`config.mk`:
```
export PLATFORM = sky130hd
export DESIGN_NAME = sh_stretch_ctrl
export DESIGN_NICKNAME = d
export VERILOG_FILES = /design/src/rtl/sh_pkg.sv /design/src/rtl/sh_frame_cnt.sv /design/src/rtl/sh_hold_decide.sv /design/src/rtl/sh_flag_bank.sv /design/src/rtl/sh_stretch_ctrl.sv
export SDC_FILE = /design/constraint.sdc
export NUM_CORES = 1
export LEC_CHECK = 0
export BUFFER_PORTS_ARGS = -buffer_cell sky130_fd_sc_hd__buf_2
export CORE_UTILIZATION = 35
export DETAILED_ROUTE_END_ITERATION = 10
export PLACE_DENSITY = 0.66
export SYNTH_ARGS = -nofsm -noshare
export SYNTH_HDL_FRONTEND = slang
export SYNTH_SLANG_ARGS = --single-unit
```
`constraint.sdc`:
```
create_clock -name clk -period 1.51 [get_ports clk]
set_clock_uncertainty 0.05 [all_clocks]
set_input_delay 0.0755 -clock clk [delete_from_list [all_inputs] [get_ports clk]]
set_output_delay 0.0755 -clock clk [all_outputs]
set_load 0.03 [all_outputs]
```
`src/rtl/sh_pkg.sv`:
```
package sh_pkg;
    localparam int FRAME_LEN = 9;
    localparam int DATA_W    = 8;

    // Which hold points fired on one counted edge
    typedef struct packed {
        logic buf_hit;
        logic adr_hit;
        logic wr_hit;
        logic ack_hit;
    } hold_src_t;

    // Per-source software-visible event flags
    typedef struct packed {
        logic adr;
        logic wr;
        logic ack;
    } evt_flags_t;

    // Controls sampled by the hold decision
    typedef struct packed {
        logic stretch_dis;
        logic addr_hold_en;
        logic wr_hold_en;
        logic ack_hold_en;
    } hold_cfg_t;

    function automatic logic src_any(hold_src_t s);
        return s.buf_hit | s.adr_hit | s.wr_hit | s.ack_hit;
    endfunction

    function automatic logic src_event(hold_src_t s);
        return s.adr_hit | s.wr_hit | s.ack_hit;
    endfunction
endpackage

```
`src/rtl/sh_frame_cnt.sv`:
```
module sh_frame_cnt #(
    parameter int FRAME_LEN = sh_pkg::FRAME_LEN,
    localparam int CW = $clog2(FRAME_LEN + 1)
) (
    input  logic          clk,
    input  logic          rst,
    input  logic          scl_fall,
    input  logic          scl_rise,
    input  logic          start_evt,
    input  logic          stop_evt,
    input  logic          holding,
    input  logic          release_now,
    output logic [CW-1:0] cnt,
    output logic          hit_data,
    output logic          hit_ack
);
    localparam logic [CW-1:0] LAST     = CW'(FRAME_LEN);
    localparam logic [CW-1:0] DATA_END = CW'(FRAME_LEN - 1);

    logic          wait_rise;
    logic          counted;
    logic [CW-1:0] cnt_nx;

    assign counted  = scl_fall && !holding && !wait_rise && !start_evt && !stop_evt;
    assign cnt_nx   = (cnt == LAST) ? CW'(1) : cnt + CW'(1);
    assign hit_data = counted && (cnt_nx == DATA_END);
    assign hit_ack  = counted && (cnt_nx == LAST);

    always_ff @(posedge clk) begin
        if (rst) begin
            cnt       <= '0;
            wait_rise <= 1'b0;
        end else begin
            if (start_evt || stop_evt)
                cnt <= '0;
            else if (counted)
                cnt <= cnt_nx;

            if (stop_evt)
                wait_rise <= 1'b0;
            else if (release_now)
                wait_rise <= 1'b1;
            else if (scl_rise)
                wait_rise <= 1'b0;
        end
    end
endmodule

```
`src/rtl/sh_hold_decide.sv`:
```
module sh_hold_decide
    import sh_pkg::*;
(
    input  logic       hit_data,
    input  logic       hit_ack,
    input  hold_cfg_t  cfg,
    input  logic       rx_full,
    input  logic       tx_empty,
    input  logic       addr_match,
    input  logic       wr_byte,
    input  evt_flags_t flags,
    output hold_src_t  src
);
    always_comb begin
        src.buf_hit = hit_data && !cfg.stretch_dis && (rx_full || tx_empty);
        src.adr_hit = hit_data && cfg.addr_hold_en && addr_match && !flags.adr;
        src.wr_hit  = hit_data && cfg.wr_hold_en && wr_byte && !flags.wr;
        src.ack_hit = hit_ack && cfg.ack_hold_en && !flags.ack;
    end
endmodule

```
`src/rtl/sh_flag_bank.sv`:
```
module sh_flag_bank
    import sh_pkg::*;
#(
    parameter int DATA_W = sh_pkg::DATA_W
) (
    input  logic              clk,
    input  logic              rst,
    input  hold_src_t         src,
    input  logic              stop_evt,
    input  logic              clr_hold,
    input  logic              clr_addr,
    input  logic              clr_wr,
    input  logic              clr_ack,
    input  logic              clr_irq,
    input  logic              cap_en,
    input  logic              addr_sel,
    input  logic [DATA_W-1:0] shift_byte,
    output logic              hold_q,
    output evt_flags_t        flags,
    output logic              irq_q,
    output logic [DATA_W-1:0] addr_reg,
    output logic [DATA_W-1:0] rxb_addr
);
    always_ff @(posedge clk) begin
        if (rst) begin
            hold_q   <= 1'b0;
            flags    <= '0;
            irq_q    <= 1'b0;
            addr_reg <= '0;
            rxb_addr <= '0;
        end else begin
            if (stop_evt)
                hold_q <= 1'b0;
            else if (src_any(src))
                hold_q <= 1'b1;
            else if (clr_hold)
                hold_q <= 1'b0;

            if (src.adr_hit)    flags.adr <= 1'b1;
            else if (clr_addr)  flags.adr <= 1'b0;
            if (src.wr_hit)     flags.wr  <= 1'b1;
            else if (clr_wr)    flags.wr  <= 1'b0;
            if (src.ack_hit)    flags.ack <= 1'b1;
            else if (clr_ack)   flags.ack <= 1'b0;

            if (src_event(src)) irq_q <= 1'b1;
            else if (clr_irq)   irq_q <= 1'b0;

            if (cap_en) begin
                if (addr_sel) rxb_addr <= shift_byte;
                else          addr_reg <= shift_byte;
            end
        end
    end
endmodule

```
`src/rtl/sh_stretch_ctrl.sv`:
```
module sh_stretch_ctrl
    import sh_pkg::*;
#(
    parameter int FRAME_LEN = sh_pkg::FRAME_LEN,
    parameter int DATA_W    = sh_pkg::DATA_W,
    localparam int CW = $clog2(FRAME_LEN + 1)
) (
    input  logic              clk,
    input  logic              rst,
    input  logic              scl_fall,
    input  logic              scl_rise,
    input  logic              start_evt,
    input  logic              stop_evt,
    input  logic              rx_full,
    input  logic              tx_empty,
    input  logic              addr_match,
    input  logic              wr_byte,
    input  logic [DATA_W-1:0] shift_byte,
    input  logic              stretch_dis,
    input  logic              addr_hold_en,
    input  logic              wr_hold_en,
    input  logic              ack_hold_en,
    input  logic              addr_sel,
    input  logic              clr_hold,
    input  logic              clr_addr,
    input  logic              clr_wr,
    input  logic              clr_ack,
    input  logic              clr_irq,
    output logic              scl_pull_low,
    output logic              hold_flag,
    output logic              addr_flag,
    output logic              wr_flag,
    output logic              ack_flag,
    output logic              irq_flag,
    output logic [CW-1:0]     bit_cnt,
    output logic [DATA_W-1:0] addr_reg,
    output logic [DATA_W-1:0] rxb_addr
);
    logic       hold_q;
    logic       hit_data;
    logic       hit_ack;
    logic       release_now;
    hold_cfg_t  cfg;
    hold_src_t  src;
    evt_flags_t flags;
    logic       irq_q;

    assign cfg = '{stretch_dis: stretch_dis, addr_hold_en: addr_hold_en,
                   wr_hold_en: wr_hold_en, ack_hold_en: ack_hold_en};
    assign release_now = clr_hold && hold_q && !stop_evt;

    sh_frame_cnt #(.FRAME_LEN(FRAME_LEN)) u_cnt (
        .clk        (clk),
        .rst        (rst),
        .scl_fall   (scl_fall),
        .scl_rise   (scl_rise),
        .start_evt  (start_evt),
        .stop_evt   (stop_evt),
        .holding    (hold_q),
        .release_now(release_now),
        .cnt        (bit_cnt),
        .hit_data   (hit_data),
        .hit_ack    (hit_ack)
    );

    sh_hold_decide u_dec (
        .hit_data  (hit_data),
        .hit_ack   (hit_ack),
        .cfg       (cfg),
        .rx_full   (rx_full),
        .tx_empty  (tx_empty),
        .addr_match(addr_match),
        .wr_byte   (wr_byte),
        .flags     (flags),
        .src       (src)
    );

    sh_flag_bank #(.DATA_W(DATA_W)) u_flags (
        .clk       (clk),
        .rst       (rst),
        .src       (src),
        .stop_evt  (stop_evt),
        .clr_hold  (clr_hold),
        .clr_addr  (clr_addr),
        .clr_wr    (clr_wr),
        .clr_ack   (clr_ack),
        .clr_irq   (clr_irq),
        .cap_en    (hit_data && addr_match),
        .addr_sel  (addr_sel),
        .shift_byte(shift_byte),
        .hold_q    (hold_q),
        .flags     (flags),
        .irq_q     (irq_q),
        .addr_reg  (addr_reg),
        .rxb_addr  (rxb_addr)
    );

    assign scl_pull_low = hold_q;
    assign hold_flag    = hold_q;
    assign addr_flag    = flags.adr;
    assign wr_flag      = flags.wr;
    assign ack_flag     = flags.ack;
    assign irq_flag     = irq_q;
endmodule

```
Word level (Yosys, flattened, before mapping). Index checks and enable logic that the tools add are counted.

Input port bits: 28. Register bits after elaboration: 26. Output and inout bits: 26. Logic and storage cells: 71.

Add/sub/neg operators: 1. Bitwise gates (word level): 6. Mux-type cells: 13. Eq/ne operators: 3. Reductions and logical operators: 39.

Operators by type and width (number): logical AND 1 bit (19); equality test 4 bit, second input constant (3); 2-to-1 mux 1 bit (12); nonzero test 2 bit (6); zero test 1 bit (8); bitwise OR 1 bit (5); adder 4 x 1 -> 4 bit, second input constant (1); 2-to-1 mux 4 bit (1); AND reduction 2 bit (2); OR reduction 2 bit (2); logical OR 1 bit (2); inverter 1 bit (1).

Logic depth before layout (Yosys ltp). Gate-level depths: netlist of the first run.

Depth in word-level cells: 13. Gate-level depth with buffers: 5. Depth with buffers taken out: 4.

By module. From an unflattened synthesis of the first run, not the netlist that was laid out.

Cell total of the unflattened synthesis: 126. Area total of the unflattened synthesis: 1131.1 µm².

Modules (own cells, without submodules): sh_flag_bank (cells each 83, times used 1, area an instance 774.5 µm², sequential area each 420.4 µm²); sh_frame_cnt (cells each 34, times used 1, area an instance 290.3 µm², sequential area each 100.1 µm²); sh_hold_decide (cells each 6, times used 1, area an instance 43.8 µm², sequential area each 0.0 µm²); sh_stretch_ctrl (cells each 3, times used 1, area an instance 22.5 µm², sequential area each 0.0 µm²).

Worst setup path before layout of the first run. OpenSTA, ideal clock, no wires.

Path kind: register to register. Start point: register u_cnt.cnt[1]. End point: register u_flags.rxb_addr[0]. Setup time: 0.128 ns. Path buffers: 1. Data required time: 1.332 ns. Slack: -0.361 ns. Period minus slack after synthesis: 1.871 ns. Arrival time: 1.693 ns. Cell stages (with the launch flop): 6. Cell sequence: dfxtp_1 -> nand3b_1 -> or4_1 -> buf_2 -> mux2i_1 -> nor2_1.

Cells in the longest elaborated chain, start to end: 6. Elaborated cells between the ends (all ways): 7. Those cells by class: add/sub: 1; eq/ne: 2; mux: 1; reduce/logical: 3.

Ends and longest elaborated chain: start: declaration (line sh_frame_cnt.sv:13) `output logic [CW-1:0] cnt,`; start signal: assignment (line sh_frame_cnt.sv:37) `cnt <= cnt_nx;`; adder 4 x 1 -> 4 bit / equality test 4 bit (equally long branches) (line sh_frame_cnt.sv:25) `assign cnt_nx = (cnt == LAST) ? CW'(1) : cnt + CW'(1);`; 2-to-1 mux 4 bit (*) (line sh_frame_cnt.sv:25); equality test 4 bit (*) (line sh_frame_cnt.sv:26) `assign hit_data = counted && (cnt_nx == DATA_END);`; logical AND 1 bit (*) (line sh_frame_cnt.sv:26); logical AND 1 bit (*) (line sh_stretch_ctrl.sv:88) `.cap_en (hit_data && addr_match),`; AND reduction 2 bit (no line) (*); end signal: assignment (line sh_flag_bank.sv:50) `if (addr_sel) rxb_addr <= shift_byte;`; end: declaration (line sh_flag_bank.sv:22) `output logic [DATA_W-1:0] rxb_addr`.

Every way passes the cells marked *; elsewhere a longest branch is shown, timed or not. A chain may end at the register's enable or synchronous reset.

Worst setup path after layout of the first run.
Start point: register u_cnt.cnt[3]. End point: register u_flags.rxb_addr[7].

Same word-level chain as after synthesis.

==> results of run 1 <==
[cell type report]
class | instances | area (µm²)
Fill cell | 299 | 1260
Multi-Input combinational cell | 81 | 612
Inverter | 5 | 18.8
Tap cell | 44 | 55.1
Clock buffer | 4 | 47.5
Timing Repair Buffer | 84 | 542
Sequential cell | 26 | 541
[synth_stat cells, types with 2 or more instances]
| cell | n | share of area |
|---|---|---|
| a32oi_1 | 2 | 0.015 |
| mux2i_1 | 17 | 0.15 |
| nor2b_1 | 2 | 0.011 |
| nor3_1 | 2 | 0.0088 |
| inv_1 | 5 | 0.017 |
| o21ai_0 | 2 | 0.0088 |
| clkbuf_1 | 2 | 0.0066 |
| a21oi_1 | 4 | 0.018 |
| nand2b_1 | 3 | 0.017 |
| dfxtp_1 | 26 | 0.46 |
| nor4_1 | 2 | 0.011 |
| or3_1 | 2 | 0.011 |
| nand2_1 | 6 | 0.020 |
| nor2_1 | 23 | 0.076 |
[power breakdown]
| part | internal [mW] | switching [mW] | leakage (nW) |
|---|---|---|---|
| clock network | 0.202 | 0.206 | 0.0261 |
| logic | 0.0603 | 0.0447 | 0.625 |
| registers | 0.678 | 0.000397 | 0.214 |
| total | 0.940 | 0.251 | 0.865 |
[worst max path at each step]
stage                         start             endpoint  slack (ps)  cells past startpoint
floorplan              u_cnt.cnt[3]  u_flags.addr_reg[2]        -120                      4
global placement    u_cnt.wait_rise  u_flags.addr_reg[1]         -70                      6
detailed placement  u_cnt.wait_rise  u_flags.rxb_addr[4]        -100                      4
CTS                    u_cnt.cnt[3]  u_flags.rxb_addr[2]        -110                      5
global route           u_cnt.cnt[3]  u_flags.rxb_addr[7]        -200                      5
finish                 u_cnt.cnt[3]  u_flags.rxb_addr[7]        -110                      5
[what timing repair did]
action / in CTS / in global routing
hold buffers: 11 / 0
pin swaps: 1 / 8
hold endpoints to repair: 20 / 0
setup endpoints to repair: 18 / 21
resized for setup: 1 / 6
setup buffers: 1 / 3
[layer usage]
metal | track usage | vias to the layer above | part of all wire
met2 | 0.338 | 41 | 0.50
met5 | 0 | - | 0
met3 | 0.0459 | 2 | 0.049
met1 | 0.197 | 530 | 0.45
li1 | - | 575 | -
met4 | 0.0306 | 0 | 0.0047
[through the flow]
| stage | instances | hold WS (ps) | cell area (µm²) | util |
|---|---|---|---|---|
| floorplan | 116 | 84.1 | 1170 | - |
| global placement | 226 | 270 | 1610 | 0.522 |
| detailed placement | 226 | 282 | 1610 | 0.522 |
| CTS | 242 | 8.00 | 1770 | 0.576 |
| global route | 244 | 38.6 | 1820 | 0.590 |
| finish | 244 | 9.00 | 1820 | 0.590 |
[logic make-up after synthesis]
family,Yosys count,share of synthesized area
AND/OR/NAND/NOR,51,0.271
flip-flops,26,0.458
multiplexers,17,0.150
AO/OA/AOI/OAI,12,0.0803
buffers and inverters,9,0.0341
XOR/XNOR,1,0.00770
[worst register-to-register path, stage by stage, from the launching register on]
cell and delay [ps]:
dfxtp_4 370, nand3b_1 190, buf_6 150, or4_4 520, mux2i_1 190, nor2_1 50
==> results.cfg, run 1 <==
[timing]
hold_violations = 0
setup_tns_ps = -1400
setup_viol = 17
worst_pin_slew_ps = 411
fin_crit_sh = 1.07
slew-limit-headroom = 0.726
rsz0062_at_grt = true
max_freq_mhz = 616
maxSlewViolCount = 0
post-route-min-period_ps = 1620
finalWorstSetupSlack_ps = -113

[placement]
dp_hpwl_mm = 2.14
dp_slack_ps = -98.2
port_buffers = 53
place.gp.congestion = 0.808

[outcome]
violations = negative setup slack
status = finished with violations

[worst_setup_path]
cp_top_family = simple AND/OR/NAND/NOR gates
cp-end-kind = flip-flop
crit_path_cell_trace = nand3b_1 -> buf_6 -> or4_4 -> mux2i_1 -> nor2_1
r2r_start = u_cnt.cnt[3]
slowest_delay_ps = 520
critPathBufInv = 1
path_max_fanout = 8
required_ps = 1670
reg2reg_to = u_flags.rxb_addr[7]
rrSetupSlack_ps = -110
slowest_stage = or4_4
worstSetupStartpointType = flip-flop
reg2regPathDepth = 5
cp.arrival_ps = 1780
crit_type = reg2reg

[power_and_ir_drop]
p_leak_nw = 0.865
finalPower_mw = 1.19
pwr_density_cell_nw_per_um2 = 656
ir_drop_mv = 0.507

[cells_and_area]
final_common_cell = buf_2
diodes = 0
drive_gt1_frac = 0.480
syn2layout_area_growth_pct = 59.6
layout_common_cells = buf_2, nor2_1, dfxtp_1, buf_4, mux2i_1
fin_nets = 229

[route]
ant_nets = 0
vias = 1148
drt-vias-per-instance = 4.70
drtPass1Iterations = 4
detail_route.iter0.violations = 43
avgRoutedWirePerCell_um = 12.3
drc_errors = 0
wl_mm = 2.99

[synth]
synth_edf_count = 0
async_flop_share = 0
yosysUniqueCellTypes = 32
syn_area_per_cell_um2 = 9.80
synthFlopType = dfxtp_1
synth-seq-area-share = 0.458
syn_inst = 116
yosysWarnings = 0
ys_seq_elements = 26
syn_area_um2 = 1140
synth_nets = 144

[global_route]
antenna_found_initial = 0
grt_usage = 0.177
grt_max_degree = 24
grt_pass1_vias = 1122
gr-total-overflow = 0
grt_pass1_wl_mm = 4.67

[floorplanning]
die_h_um = 59.0
row_count = 20
start_util = 0.370
io_pins = 54
coreArea_um2 = 3080
die_area_um2 = 3480
die_w_um = 59.0

[cts]
clk-insertion-delay-late_ps = 320
cts-root-buf = clkbuf_4
clockBufferDepth = 2
clock_sink_count = 26
cts_buffers = 3
h-tree-depth = 1
clk_transition_reported_paths_ps = 140
cts_tree = done

[run]
cap_violations = 0

[min_path]
whs_path_depth = 4
hold_path_class = in2reg
holdPathEnd = u_flags.flags[1]
holdCritStartpoint = clr_wr
No activity file was read; power rests on OpenSTA's default activity.
==> inputs of run 2 (changes only) <==
RECOVER_POWER = 50   (was default)
==> run 2 against run 1 <==
The flow still finishes with violations (negative setup slack). Fmax about the same. Core utilization decreased by 0.61 points. Final area decreased by 1.0%. Critical endpoint unchanged. Sequential cell count unchanged. Non-clock buffer count unchanged. Worst hold slack got worse by 0.65 ps. First-iteration DRC count decreased by 9.3%. Count of clock-buffer cells in the layout unchanged.
==> results.cfg, run 2 (same netlist as run 1, synthesis figures left out) <==
[outcome]
status = finished with violations
violations = negative setup slack

[timing]
finalWorstSetupSlack_ps = -112
maxSlewViolCount = 0
worst_pin_slew_ps = 414
setup_viol = 17
rsz0062_at_grt = true
max_freq_mhz = 616
fin_crit_sh = 1.07
slew-limit-headroom = 0.724
hold_violations = 0
post-route-min-period_ps = 1620

[worst_setup_path]
cp-end-kind = flip-flop
required_ps = 1670
worstSetupStartpointType = flip-flop
crit_type = reg2reg
cp.arrival_ps = 1780
reg2regPathDepth = 5
path_max_fanout = 8

[power_and_ir_drop]
netSwitchingFraction = 0.211
p_clk_frac = 0.343
switchingPower_mw = 0.252
finalPower_mw = 1.19
pwr_density_cell_nw_per_um2 = 663
power_frac_seq = 0.569
p_int_mw = 0.940
p_leak_nw = 0.798
ir_drop_mv = 0.508
combPwrFrac = 0.088

[global_route]
antenna_found_initial = 0
grt_pass1_vias = 1122
grt_usage = 0.177
grt_pass1_wl_mm = 4.67
grt_max_degree = 24
gr-total-overflow = 0

[route]
vias = 1142
ant_nets = 0
drtPass1Iterations = 4
avgRoutedWirePerCell_um = 12.2
detail_route.iter0.violations = 39
drc_errors = 0
drt-vias-per-instance = 4.68
wl_mm = 2.98

[floorplanning]
coreArea_um2 = 3080
io_pins = 54
start_util = 0.370
die_w_um = 59.0
die_area_um2 = 3480
die_h_um = 59.0
row_count = 20

[cells_and_area]
diodes = 0
final_common_cell = buf_2
drive_gt1_frac = 0.405
layout_common_cells = buf_2, nor2_1, dfxtp_1, buf_4, mux2i_1
fin_nets = 229
fin_util = 0.584
syn2layout_area_growth_pct = 58.0

[min_path]
whs_path_depth = 4
hold_path_class = in2reg

[cts]
clockBufferDepth = 2
h-tree-depth = 1
clk_transition_reported_paths_ps = 140
cts_buffers = 3
cts_tree = done
clk-insertion-delay-late_ps = 320
cts-root-buf = clkbuf_4
clock_sink_count = 26

[run]
cap_violations = 0

[placement]
place.gp.congestion = 0.808
port_buffers = 53
dp_hpwl_mm = 2.14
==> run 2: cell count changes in the layout (fill, tap and decap cells not counted) <==
cell,previous run,this run
buf_2,53,38
clkbuf_1,0,15
==> run 2: per-stage QoR <==
step	hold slack (ps)	setup WS, ps	instance area, µm²	setup TNS (ps)	std cells
CTS	8.00	-110	1770	-1440	242
floorplan	84.1	-124	1170	-2000	116
finish	8.36	-112	1800	-1410	244
detailed placement	282	-98.2	1610	-1410	226
global placement	270	-71.3	1610	-995	226
global route	38.6	-196	1800	-2920	244
==> run 2: metal layers <==
layer,share of wire,global-route usage,vias to the layer above
li1,-,-,575
met1,0.44,0.197,526
met2,0.50,0.338,41
met3,0.050,0.0459,0
met4,0,0.0306,0
met5,0,0,-
==> run 2: worst paths after layout <==
kind	startpoint	endpoint	slack (ps)
max reg2reg	u_cnt.cnt[3]	u_flags.rxb_addr[7]	-110
min reg2reg	u_flags.flags[2]	u_flags.flags[2]	460
min	clr_wr	u_flags.flags[1]	8
max	u_cnt.cnt[3]	u_flags.rxb_addr[7]	-110
==> run 2: final cells by class <==
class	count	area (µm²)
multi-input cells	81	612
repair buffers	84	523
well taps	44	55.1
fillers	306	1280
flip-flops and latches	26	541
inverters	5	18.8
clock buffers	4	47.5
==> run 2: power groups by stage <==
stage	combinational [mW]	sequential [mW]	clock, mW
4_1_cts	0.103	0.678	0.421
2_1_floorplan	0.0261	0.694	0
5_1_grt	0.115	0.678	0.440
3_5_place_dp	0.0810	0.693	0
3_3_place_gp	0.0799	0.693	0
6_report	0.105	0.678	0.409
==> run 2: critical path, stage by stage, from the launching register on <==
cell,delay (ps)
dfxtp_4,370
nand3b_1,190
buf_6,150
or4_4,520
mux2i_1,190
nor2_1,50
==> run 2: timing repair <==
action,CTS,global route
endpoints found under the hold margin,20,0
gates cloned,0,0
hold buffers,11,0
endpoints found under the setup margin,18,21
resized for setup,1,6
pin swaps,1,8
setup buffers,1,3
